### src/rtl/alu8_pkg.sv
package alu8_pkg;

    localparam int unsigned OP_W = 5;

    typedef enum logic [OP_W-1:0] {
        OP_ADD  = 5'd0,
        OP_ADC  = 5'd1,
        OP_SUB  = 5'd2,
        OP_SBC  = 5'd3,
        OP_CP   = 5'd4,
        OP_CPC  = 5'd5,
        OP_AND  = 5'd6,
        OP_OR   = 5'd7,
        OP_XOR  = 5'd8,
        OP_COM  = 5'd9,
        OP_NEG  = 5'd10,
        OP_INC  = 5'd11,
        OP_DEC  = 5'd12,
        OP_LSL  = 5'd13,
        OP_ROL  = 5'd14,
        OP_LSR  = 5'd15,
        OP_ROR  = 5'd16,
        OP_ASR  = 5'd17,
        OP_SWAP = 5'd18
    } alu_op_e;

    localparam logic [OP_W-1:0] OP_LAST = 5'd18;

    // bit 0 carry .. bit 7 spare
    typedef struct packed {
        logic x7;
        logic x6;
        logic h;
        logic s;
        logic v;
        logic n;
        logic z;
        logic c;
    } status_t;

    typedef enum logic [1:0] {
        BW_AND = 2'd0,
        BW_OR  = 2'd1,
        BW_XOR = 2'd2,
        BW_NOT = 2'd3
    } bw_sel_e;

    typedef enum logic [2:0] {
        SH_LSL  = 3'd0,
        SH_ROL  = 3'd1,
        SH_LSR  = 3'd2,
        SH_ROR  = 3'd3,
        SH_ASR  = 3'd4,
        SH_SWAP = 3'd5
    } sh_sel_e;

endpackage

### src/rtl/alu8_addsub.sv
module alu8_addsub #(
    parameter int unsigned W = 8
) (
    input  logic [W-1:0] a,
    input  logic [W-1:0] b,
    input  logic         cin,
    input  logic         sub,
    output logic [W-1:0] r,
    output logic         c,
    output logic         h,
    output logic         v
);
    localparam int unsigned NIB = W / 2;

    logic [W:0]   full_d;
    logic [NIB:0] low_d;

    always_comb begin
        if (sub) begin
            full_d = {1'b0, a} - {1'b0, b} - {{W{1'b0}}, cin};
            low_d  = {1'b0, a[NIB-1:0]} - {1'b0, b[NIB-1:0]} - {{NIB{1'b0}}, cin};
            v      = (a[W-1] ^ b[W-1]) & (full_d[W-1] ^ a[W-1]);
        end else begin
            full_d = {1'b0, a} + {1'b0, b} + {{W{1'b0}}, cin};
            low_d  = {1'b0, a[NIB-1:0]} + {1'b0, b[NIB-1:0]} + {{NIB{1'b0}}, cin};
            v      = ~(a[W-1] ^ b[W-1]) & (full_d[W-1] ^ a[W-1]);
        end
        r = full_d[W-1:0];
        c = full_d[W];
        h = low_d[NIB];
    end
endmodule

### src/rtl/alu8_bitwise.sv
module alu8_bitwise
    import alu8_pkg::*;
#(
    parameter int unsigned W = 8
) (
    input  logic [W-1:0] a,
    input  logic [W-1:0] b,
    input  bw_sel_e      sel,
    output logic [W-1:0] r
);
    always_comb begin
        unique case (sel)
            BW_AND:  r = a & b;
            BW_OR:   r = a | b;
            BW_XOR:  r = a ^ b;
            default: r = ~a;
        endcase
    end
endmodule

### src/rtl/alu8_shifter.sv
module alu8_shifter
    import alu8_pkg::*;
#(
    parameter int unsigned W = 8
) (
    input  logic [W-1:0] a,
    input  logic         cin,
    input  sh_sel_e      sel,
    output logic [W-1:0] r,
    output logic         c,
    output logic         h
);
    localparam int unsigned NIB = W / 2;

    always_comb begin
        c = a[0];
        h = a[NIB-1];
        unique case (sel)
            SH_LSL: begin r = {a[W-2:0], 1'b0};   c = a[W-1]; end
            SH_ROL: begin r = {a[W-2:0], cin};    c = a[W-1]; end
            SH_LSR:       r = {1'b0, a[W-1:1]};
            SH_ROR:       r = {cin, a[W-1:1]};
            SH_ASR:       r = {a[W-1], a[W-1:1]};
            default:      r = {a[NIB-1:0], a[W-1:NIB]};
        endcase
    end
endmodule

### src/rtl/alu8_core.sv
module alu8_core
    import alu8_pkg::*;
#(
    parameter int unsigned W = 8
) (
    input  logic          clk,
    input  logic          rst_n,
    input  logic          op_en,
    input  logic [OP_W-1:0] opcode,
    input  logic [W-1:0]  opnd_a,
    input  logic [W-1:0]  opnd_b,
    input  logic [7:0]    status_in,
    output logic [W-1:0]  result,
    output logic          result_we,
    output logic [7:0]    status_q
);
    alu_op_e op;
    status_t st_in, st_d, st_q;

    logic [W-1:0] as_a, as_b, as_r, bw_r, sh_r;
    logic         as_cin, as_sub, as_c, as_h, as_v, sh_c, sh_h;
    bw_sel_e      bw_sel;
    sh_sel_e      sh_sel;

    assign op    = alu_op_e'(opcode);
    assign st_in = status_t'(status_in);

    // operand routing for the shared adder/subtractor
    always_comb begin
        as_a   = opnd_a;
        as_b   = opnd_b;
        as_cin = 1'b0;
        as_sub = 1'b0;
        case (op)
            OP_ADC:          as_cin = st_in.c;
            OP_SUB, OP_CP:   as_sub = 1'b1;
            OP_SBC, OP_CPC: begin as_sub = 1'b1; as_cin = st_in.c; end
            OP_NEG: begin as_a = '0; as_b = opnd_a; as_sub = 1'b1; end
            OP_INC:          as_b = {{(W-1){1'b0}}, 1'b1};
            OP_DEC: begin as_b = {{(W-1){1'b0}}, 1'b1}; as_sub = 1'b1; end
            default: ;
        endcase
    end

    always_comb begin
        case (op)
            OP_AND:  bw_sel = BW_AND;
            OP_OR:   bw_sel = BW_OR;
            OP_XOR:  bw_sel = BW_XOR;
            default: bw_sel = BW_NOT;
        endcase
        case (op)
            OP_LSL:  sh_sel = SH_LSL;
            OP_ROL:  sh_sel = SH_ROL;
            OP_LSR:  sh_sel = SH_LSR;
            OP_ROR:  sh_sel = SH_ROR;
            OP_ASR:  sh_sel = SH_ASR;
            default: sh_sel = SH_SWAP;
        endcase
    end

    alu8_addsub #(.W(W)) u_addsub (
        .a(as_a), .b(as_b), .cin(as_cin), .sub(as_sub),
        .r(as_r), .c(as_c), .h(as_h), .v(as_v)
    );

    alu8_bitwise #(.W(W)) u_bitwise (
        .a(opnd_a), .b(opnd_b), .sel(bw_sel), .r(bw_r)
    );

    alu8_shifter #(.W(W)) u_shifter (
        .a(opnd_a), .cin(st_in.c), .sel(sh_sel),
        .r(sh_r), .c(sh_c), .h(sh_h)
    );

    // next-state computation
    status_t nxt;
    logic    upd_s;
    logic    is_zero;

    always_comb begin
        nxt       = st_in;
        upd_s     = 1'b1;
        result    = '0;
        result_we = 1'b0;
        unique case (op)
            OP_ADD, OP_ADC, OP_SUB, OP_SBC, OP_CP, OP_CPC, OP_NEG: begin
                result = as_r;
                nxt.c  = as_c;
                nxt.h  = as_h;
                nxt.v  = as_v;
            end
            OP_INC, OP_DEC: begin
                result = as_r;
                nxt.v  = as_v;
            end
            OP_AND, OP_OR, OP_XOR: begin
                result = bw_r;
                nxt.v  = 1'b0;
            end
            OP_COM: begin
                result = bw_r;
                nxt.v  = 1'b0;
                nxt.c  = 1'b1;
            end
            OP_LSL, OP_ROL: begin
                result = sh_r;
                nxt.c  = sh_c;
                nxt.h  = sh_h;
            end
            OP_LSR, OP_ROR, OP_ASR: begin
                result = sh_r;
                nxt.c  = sh_c;
            end
            OP_SWAP: begin
                result = sh_r;
                upd_s  = 1'b0;
            end
            default: upd_s = 1'b0;
        endcase

        is_zero = (result == '0);
        if (upd_s) begin
            nxt.n = result[W-1];
            nxt.z = (op == OP_SBC || op == OP_CPC) ? (is_zero & st_in.z) : is_zero;
            if (op inside {OP_LSL, OP_ROL, OP_LSR, OP_ROR, OP_ASR})
                nxt.v = nxt.n ^ nxt.c;
            nxt.s = nxt.n ^ nxt.v;
        end

        if (op_en && opcode <= OP_LAST && op != OP_CP && op != OP_CPC)
            result_we = 1'b1;

        st_d = op_en ? nxt : st_q;
    end

    always_ff @(posedge clk or negedge rst_n) begin
        if (!rst_n) st_q <= '0;
        else        st_q <= st_d;
    end

    assign status_q = st_q;

    // ---------------- assertions ----------------
    a_r13_hold_when_idle: assert property (@(posedge clk) disable iff (!rst_n)
        !op_en |=> $stable(status_q));

    a_r12_sign_is_n_xor_v: assert property (@(posedge clk) disable iff (!rst_n)
        (op_en && opcode < OP_SWAP) |=> (status_q[4] == (status_q[2] ^ status_q[3])));

    a_r3_compare_no_write: assert property (@(posedge clk) disable iff (!rst_n)
        (op_en && (opcode == OP_CP || opcode == OP_CPC)) |-> !result_we);

    a_r5_logic_keeps_c_h: assert property (@(posedge clk) disable iff (!rst_n)
        (op_en && opcode >= OP_AND && opcode <= OP_XOR) |=>
        (status_q[0] == $past(status_in[0]) && status_q[5] == $past(status_in[5])));

    a_r7_incdec_keeps_c: assert property (@(posedge clk) disable iff (!rst_n)
        (op_en && (opcode == OP_INC || opcode == OP_DEC)) |=>
        (status_q[0] == $past(status_in[0])));

    a_r11_swap_keeps_status: assert property (@(posedge clk) disable iff (!rst_n)
        (op_en && opcode == OP_SWAP) |=> (status_q == $past(status_in)));

    a_r14_undefined_noop: assert property (@(posedge clk) disable iff (!rst_n)
        (op_en && opcode > OP_LAST) |-> !result_we);

endmodule

### config.mk
export PLATFORM = sky130hd
export DESIGN_NAME = alu8_core
export DESIGN_NICKNAME = d
export VERILOG_FILES = /design/src/rtl/alu8_pkg.sv /design/src/rtl/alu8_addsub.sv /design/src/rtl/alu8_bitwise.sv /design/src/rtl/alu8_shifter.sv /design/src/rtl/alu8_core.sv
export SDC_FILE = /design/constraint.sdc
export NUM_CORES = 1
export LEC_CHECK = 0
export BUFFER_PORTS_ARGS = -buffer_cell sky130_fd_sc_hd__buf_4
export CAP_MARGIN = 30
export CORE_ASPECT_RATIO = 1.75
export CORE_MARGIN = 5
export CORE_UTILIZATION = 35
export DETAILED_ROUTE_END_ITERATION = 8
export PLACE_DENSITY = 0.56
export SLEW_MARGIN = 20
export SYNTH_ARGS = -nofsm -noshare
export SYNTH_HDL_FRONTEND = slang
export SYNTH_SLANG_ARGS = --single-unit
### constraint.sdc
create_clock -name clk -period 7.3 [get_ports clk]
set_input_delay 1.46 -clock clk [delete_from_list [all_inputs] [get_ports clk]]
set_output_delay 1.46 -clock clk [all_outputs]
set_load 0.02 [all_outputs]
==> impl_metrics.toml, run 1 <==
[run_status]
status = "finished, final reports clean"

[placed_design]
dpl_cell_area_sq_mm = 0.00296
portBuffers = 48
gp_congestion = 0.895
place_ws_ps = 893
dp_hpwl_um = 7150

[detailed_routing]
via_per_inst = 5.62
wl_per_cell_um = 17.7
dr.pass1.iters = 4
postRouteAntennaNets = 0
drc = 0
drt_iter0_markers = 179
vias = 2736
drt-total-wl_um = 8630

[grt]
grt_pass1_wl_um = 13400
antenna_found_initial = 0
grt-busiest-layer = "met2"
grt_pass1_vias = 2774
grt_max_degree = 32
grt_usage = 0.189
use_met2 = 0.366
grtUsageMet1 = 0.200
use_met3 = 0.00895
grt.overflow.total = 0

[final_layout]
drive_gt1_frac = 0.177
area_growth_pct = 18.4
final_cell_area_sq_mm = 0.00305
antenna_cells = 0
fillerInstances = 802
fin_nets = 474
largest_reg_flops = 8

[critical_path]
criticalPathCategory = "primary input to output port"
cpMaxStageDelayCell = "a221o_1"
worstPathArrival_ps = 4960
cp_num_buf_inv = 2
critPathMaxFanout = 24
end_kind = "output port"
crit_required_ps = 5840
cpPeakStageDelay_ps = 480
crit_family = "simple AND/OR/NAND/NOR gates"
cp_cell_sequence = "buf_4, or3b_4, or2_2, o21ai_0, ha_1, ha_1, and4_1, o21ai_1, a31oi_1, xor2_1, a221o_1, buf_4"
rrSetupSlack_ps = 6430
startpoint_type = "primary input"

[synth]
async_flop_share = 1.00
synth.distinct_cells = 65
seq_area_frac_synth = 0.0779
syn_area_per_cell_sq_um = 7.04
synth_warnings = 0
ys_ff_latch = 8
synth-edff-count = 0
synth-main-ff-cell = "dfrtp_1"
netlist_area_sq_mm = 0.00257
synth_fp_nets = 436
netlist_instances = 365

[timing]
finalSetupTns_ps = 0
slew_violations = 0
post-route-period-util = 0.879
maxSlewHeadroom = 0.413
min_period_ps = 6420
fin_worst_skew_ps = 0
tightest_slew_ps = 878
setup_ws_ps = 882
hold_viol = 0
rsz0062_at_grt = "no"
setup_viol = 0
fmax_ghz = 0.156

[floorplan]
coreArea_sq_mm = 0.00718
die_h_um = 123
fp.dieArea_sq_mm = 0.00923
row_count = 41
start_util = 0.358
num_io_pins = 49
die_w_um = 74.8

[clock_tree]
cts_hold_buf = 0
cts_resized = 0
cts_tree = "done"
clkTransAtPathRegs_ps = 40
clk_latency_ps = 230
cts_setup_buffers = 0
root_buffer = "clkbuf_16"
htree_levels = 1
cts.sinks = 8
clock_path_buffers = 2
cts_buffers = 3

[power]
vdd_drop_max_mv = 0.0554
power.leakage_nw = 1.45
power_density_mw_per_mm2 = 132

[flow_run]
max-cap-violations = 0

[worst_hold_path]
hold_path_class = "register to register"
-- cell type report --
type                            count  area, sq um  share of cell area
Clock buffer                        3         75.1              0.0247
Inverter                           39          146              0.0481
Tap cell                           86          108              0.0353
Multi-Input combinational cell    301         2140               0.703
Timing Repair Buffer               50          375               0.123
Sequential cell                     8          200              0.0657
-- placed cells by master (no fill, tap or decap), types with 5 or more instances in the layout --
cell      instances
o211ai_1          5
xor2_1            6
mux2i_1           6
o21ai_0          28
nor2_1           36
nand3_1           5
inv_1            39
xnor2_1          10
a31oi_1           9
ha_1             35
nor2b_1           9
nand2_1          33
a21oi_1          26
a22oi_1           6
buf_4            49
dfrtp_1           8
nor3_1            9
nand2b_1          5
-- cell families (layout without fill, tap and decap cells) --
family | Yosys count | after routing | synth area share
compound gates | 119 | 119 | 0.314
xor+xnor | 16 | 16 | 0.0545
fa+ha+maj | 39 | 39 | 0.201
buf+inv | 56 | 92 | 0.0895
flops | 8 | 8 | 0.0779
mux | 10 | 10 | 0.0409
simple gates | 117 | 117 | 0.221
-- through the flow --
stage	utilization	hold WS, ps	cells	power, mW
6_report	0.424	490	487	0.401
5_1_grt	0.424	516	487	0.430
4_1_cts	0.423	502	486	0.403
3_5_place_dp	0.413	491	483	0.311
3_3_place_gp	0.413	487	483	0.310
2_1_floorplan	-	610	365	0.227
-- layer usage --
| layer | vias up | part of all wire |
|---|---|---|
| li1 | 1366 | - |
| met1 | 1261 | 0.37 |
| met5 | - | 0 |
| met3 | 26 | 0.040 |
| met4 | 0 | 0.047 |
| met2 | 83 | 0.54 |
-- power by group --
part | total (mW) | internal (mW) | leakage [nW] | switching (mW)
Combinational | 0.256 | 0.108 | 1.32 | 0.148
Sequential | 0.0546 | 0.0514 | 0.0939 | 0.00317
Clock | 0.0900 | 0.0704 | 0.0370 | 0.0196
Total | 0.401 | 0.230 | 1.45 | 0.171
-- tightest hold or removal path: cells and delay by family, from the launching register on --
kind	cells	cell delay, ps
flip-flops	1	330
AO/OA/AOI/OAI	2	130
-- path summary, 6_finish.rpt --
| path | cells past startpoint | endpoint | from |
|---|---|---|---|
| worst max-delay path | 12 | result[7] | opcode[4] |
| max in group asynchronous | 1 | status_q[0]$_DFFE_PN0P_ | rst_n |
| worst min-delay path | 2 | status_q[4]$_DFFE_PN0P_ | status_q[4]$_DFFE_PN0P_ |
| worst min register to register | 2 | status_q[4]$_DFFE_PN0P_ | status_q[4]$_DFFE_PN0P_ |
| worst max register to register | 3 | status_q[3]$_DFFE_PN0P_ | status_q[3]$_DFFE_PN0P_ |
| min in group asynchronous | 1 | status_q[5]$_DFFE_PN0P_ | rst_n |
-- Yosys cell counts, types with 5 or more instances --
cell type	instances	area, sq um
o211ai_1	5	37.5
nand2b_1	5	31.3
a21oi_1	26	130
ha_1	35	438
nor3_1	9	45.0
nor2_1	36	135
clkbuf_1	11	41.3
mux2i_1	6	60.1
nand3_1	5	25.0
dfrtp_1	8	200
xnor2_1	10	87.6
inv_1	39	146
a31oi_1	9	56.3
o21ai_0	28	140
nand2_1	33	124
xor2_1	6	52.6
a22oi_1	6	45.0
nor2b_1	9	56.3
No activity file was read; power rests on OpenSTA's default activity.
==> inputs of run 2 (changes only) <==
CORE_ASPECT_RATIO = not set   (was 1.75)
==> run 2 against run 1 <==
- flip-flop and latch count did not move
- worst setup slack got worse by 210 ps
- wire length fell by 6.1%
- critical endpoint unchanged
- largest cell class unchanged
- highest routed layer unchanged
==> impl_metrics.toml, run 2 (synthesis gave the netlist of run 1 again) <==
[flow_run]
max-cap-violations = 0

[clock_tree]
root_buffer = "clkbuf_8"
clk_latency_ps = 230
cts_tree = "done"
cts_hold_buf = 0
cts_resized = 0
cts_buffers = 3
clock_path_buffers = 2
clkTransAtPathRegs_ps = 40
cts.sinks = 8
htree_levels = 1
cts_setup_buffers = 0

[final_layout]
fillerInstances = 772
drive_gt1_frac = 0.177
largest_reg_flops = 8
fin_nets = 474
final_common_cell = "buf_4"
area_growth_pct = 17.8
antenna_cells = 0
final_cell_mix = "buf_4, inv_1, nor2_1"
multiInputGateArea_sq_mm = 0.00214
final-seq-area_sq_um = 200
final_cell_area_sq_mm = 0.00303
fin_cells = 500

[grt]
grt_pass1_vias = 2649
antenna_found_initial = 0
grt_pass1_wl_um = 13000
grt_max_degree = 32
grt_usage = 0.180
grt.overflow.total = 0

[detailed_routing]
via_per_inst = 5.51
drt_iter0_markers = 186
drc = 0
drt-total-wl_um = 8100
postRouteAntennaNets = 0
vias = 2753
dr.pass1.iters = 4
wl_per_cell_um = 16.2

[power]
power_density_mw_per_mm2 = 120
vdd_drop_max_mv = 0.0599
power.leakage_nw = 1.44

[critical_path]
startpoint_type = "primary input"
crit_required_ps = 5840
critPathMaxFanout = 24
end_kind = "output port"
criticalPathCategory = "primary input to output port"
worstPathArrival_ps = 5170

[floorplan]
num_io_pins = 49
die_w_um = 95.7
start_util = 0.356
fp.dieArea_sq_mm = 0.00916
die_h_um = 95.7
row_count = 31
coreArea_sq_mm = 0.00721

[worst_hold_path]
hold_path_class = "register to register"

[timing]
finalSetupTns_ps = 0
hold_viol = 0
maxSlewHeadroom = 0.422
slew_violations = 0
fin_worst_skew_ps = 0
rsz0062_at_grt = "no"
fmax_ghz = 0.151
post-route-period-util = 0.909
min_period_ps = 6630
setup_viol = 0
tightest_slew_ps = 866

[placed_design]
dp_hpwl_um = 6590
dp_cells = 496
gp_congestion = 0.891
portBuffers = 48
dpl_cell_area_sq_mm = 0.00298

[run_status]
status = "finished, final reports clean"
==> run 2: power by group <==
group	internal, mW	switching (mW)	total [mW]
Sequential	0.0514	0.00308	0.0545
Clock	0.0357	0.0170	0.0527
Combinational	0.108	0.147	0.255
Total	0.195	0.167	0.363
==> run 2: layer usage <==
metal / vias up / global-route usage / routed length [um]
li1: 1372 / - / -
met1: 1272 / 0.241 / 3760
met2: 95 / 0.302 / 3710
met3: 14 / 0.0195 / 458
met4: 0 / 0.0545 / 174
met5: - / 0 / 0
==> run 2: critical path: stages <==
cell     delay [ps]
buf_4           190
or3b_4          460
or2_2           430
o21ai_0         380
ha_1            390
ha_1            390
and4_1          250
o21ai_1         130
a31oi_1         260
xor2_1          140
a221o_1         480
buf_4           200
==> run 2: metrics by stage <==
| step | hold slack, ps | util | total power [mW] | worst slack, ps |
|---|---|---|---|---|
| 2_1_floorplan | 610 | - | 0.227 | 1240 |
| 3_3_place_gp | 489 | 0.413 | 0.308 | 696 |
| 3_5_place_dp | 491 | 0.413 | 0.310 | 706 |
| 4_1_cts | 503 | 0.419 | 0.364 | 701 |
| 5_1_grt | 528 | 0.420 | 0.395 | 510 |
| 6_report | 496 | 0.420 | 0.363 | 667 |
==> run 2: worst paths after layout <==
check	to	slack, ps	from	depth (start not counted)
setup / recovery	result[7]	670	opcode[4]	12
hold / removal	status_q[4]$_DFFE_PN0P_	500	status_q[4]$_DFFE_PN0P_	2
setup reg to reg	status_q[3]$_DFFE_PN0P_	6470	status_q[3]$_DFFE_PN0P_	3
hold reg to reg	status_q[4]$_DFFE_PN0P_	500	status_q[4]$_DFFE_PN0P_	2
max in group asynchronous	status_q[6]$_DFFE_PN0P_	6140	rst_n	1
min in group asynchronous	status_q[1]$_DFFE_PN0P_	1040	rst_n	1
==> run 2: final cells by class <==
type / count / area share
clock buffers: 3 / 0.0136
inverters: 39 / 0.0483
multi-input cells: 301 / 0.707
flip-flops and latches: 8 / 0.0661
well taps: 99 / 0.0409
repair buffers: 50 / 0.124
==> inputs of run 3 (changes only) <==
CORE_UTILIZATION = 58   (was 35)
PLACE_DENSITY = 0.84   (was 0.56)
==> run 3 against run 2 <==
- total power shrank 0.98%
- first-iteration DRC count grew 50%
- worst hold slack gained 8.9 ps
- non-clock buffer count shrank 1
- clock-buffer cell count is the same
- sequential share of layout area grew 0.15 points
==> impl_metrics.toml, run 3 (synthesis gave the netlist of run 1 again) <==
[floorplan]
num_io_pins = 49
die_w_um = 76.6
row_count = 24
coreArea_sq_mm = 0.00432
die_h_um = 76.6
start_util = 0.595
fp.dieArea_sq_mm = 0.00586

[final_layout]
final_cell_mix = "buf_4, inv_1, nor2_1"
fillerInstances = 396
final_cell_area_sq_mm = 0.00296
area_growth_pct = 15.2
fin_nets = 473
largest_reg_flops = 8
final_common_cell = "buf_4"
antenna_cells = 0
drive_gt1_frac = 0.175

[detailed_routing]
vias = 2777
wl_met3_um = 519
postRouteAntennaNets = 0
wl_met1_um = 3180
dr.pass1.iters = 5
drc = 0
via_per_inst = 6.14
met2WireLength_um = 3600
highest_layer = "met4"
drt-total-wl_um = 7510
wl_per_cell_um = 16.6
drt_iter0_markers = 279

[worst_hold_path]
hold_path_class = "register to register"
worstHoldPathCells = 1

[critical_path]
cp_num_buf_inv = 3
r2r_cells = 3
startpoint_type = "primary input"
cp_cell_sequence = "buf_4, or3b_4, or2_2, o21ai_0, ha_1, inv_1, ha_1, and4_1, o21ai_1, a31oi_1, xor2_1, a221o_1, buf_4"
critPathMaxFanout = 24
crit_required_ps = 5840
crit_family = "simple AND/OR/NAND/NOR gates"
criticalPathCategory = "primary input to output port"
cp.depth = 13
cpMaxStageDelayCell = "or3b_4"
cpPeakStageDelay_ps = 470
worstPathArrival_ps = 5010
end_kind = "output port"

[power]
p_sw_mw = 0.164
swShare = 0.458
power_density_mw_per_mm2 = 121
power.leakage_nw = 1.43
power.internal_mw = 0.195
seqPwrFrac = 0.153
combPwrFrac = 0.704
clkPwrFrac = 0.143
vdd_drop_max_mv = 0.0527

[flow_run]
max-cap-violations = 0

[timing]
timing.hold.ws_ps = 505
maxSlewHeadroom = 0.467
setup_viol = 0
min_period_ps = 6470
hold_viol = 0
post-route-period-util = 0.886
rsz0062_at_grt = "no"
slew_violations = 0
finalSetupTns_ps = 0
tightest_slew_ps = 798
fin_worst_skew_ps = 0
fmax_ghz = 0.155

[grt]
grt_pass1_vias = 2563
grt.overflow.total = 0
grt_max_degree = 32
grt_pass1_wl_um = 12300
antenna_found_initial = 0
grt_usage = 0.248

[clock_tree]
htree_levels = 1
clk_latency_ps = 220
cts_setup_buffers = 0
cts_buffers = 3
cts_hold_buf = 0
root_buffer = "clkbuf_8"
clock_path_buffers = 2
cts_resized = 0
clkTransAtPathRegs_ps = 40
cts.sinks = 8
cts_tree = "done"

[placed_design]
gp_congestion = 0.970
dp_hpwl_um = 6040
portBuffers = 48
dpl_cell_area_sq_mm = 0.00291

[run_status]
status = "finished, final reports clean"
==> run 3: worst paths after layout <==
path                                    startpoint  slack [ps]                       to
min                        status_q[7]$_DFFE_PN0P_         510  status_q[7]$_DFFE_PN0P_
max                                      opcode[4]         830                result[7]
max in group asynchronous                    rst_n        6140  status_q[7]$_DFFE_PN0P_
max reg2reg                status_q[3]$_DFFE_PN0P_        6460  status_q[3]$_DFFE_PN0P_
min reg2reg                status_q[7]$_DFFE_PN0P_         510  status_q[7]$_DFFE_PN0P_
min in group asynchronous                    rst_n        1040  status_q[3]$_DFFE_PN0P_
==> run 3: through the flow <==
step / utilization / worst slack (ps) / total power, mW / std cells
4_1_cts: 0.683 / 844 / 0.359 / 451
6_report: 0.685 / 833 / 0.359 / 452
3_3_place_gp: 0.674 / 888 / 0.300 / 448
2_1_floorplan: - / 1240 / 0.227 / 365
5_1_grt: 0.685 / 636 / 0.388 / 452
3_5_place_dp: 0.674 / 855 / 0.305 / 448
==> run 3: routing by layer <==
layer / GRT usage / vias to the layer above
li1: - / 1365
met1: 0.316 / 1265
met2: 0.421 / 127
met3: 0.0296 / 20
met4: 0.0997 / 0
met5: 0 / -
==> run 3: power by group through the flow <==
stage / clock (mW) / sequential [mW] / combinational [mW]
finish: 0.0514 / 0.0548 / 0.253
floorplan: 0 / 0.0638 / 0.164
global route: 0.0542 / 0.0556 / 0.278
detailed placement: 0 / 0.0553 / 0.250
global placement: 0 / 0.0548 / 0.245
CTS: 0.0529 / 0.0548 / 0.251
==> run 3: final cells by class <==
class / instances / area, sq um / share of cell area
multi-input combinational: 301 / 2140 / 0.723
timing repair buffer: 49 / 368 / 0.124
clock buffer: 3 / 41.3 / 0.0139
sequential: 8 / 200 / 0.0676
inverter: 39 / 146 / 0.0494
tap: 52 / 65.1 / 0.0220
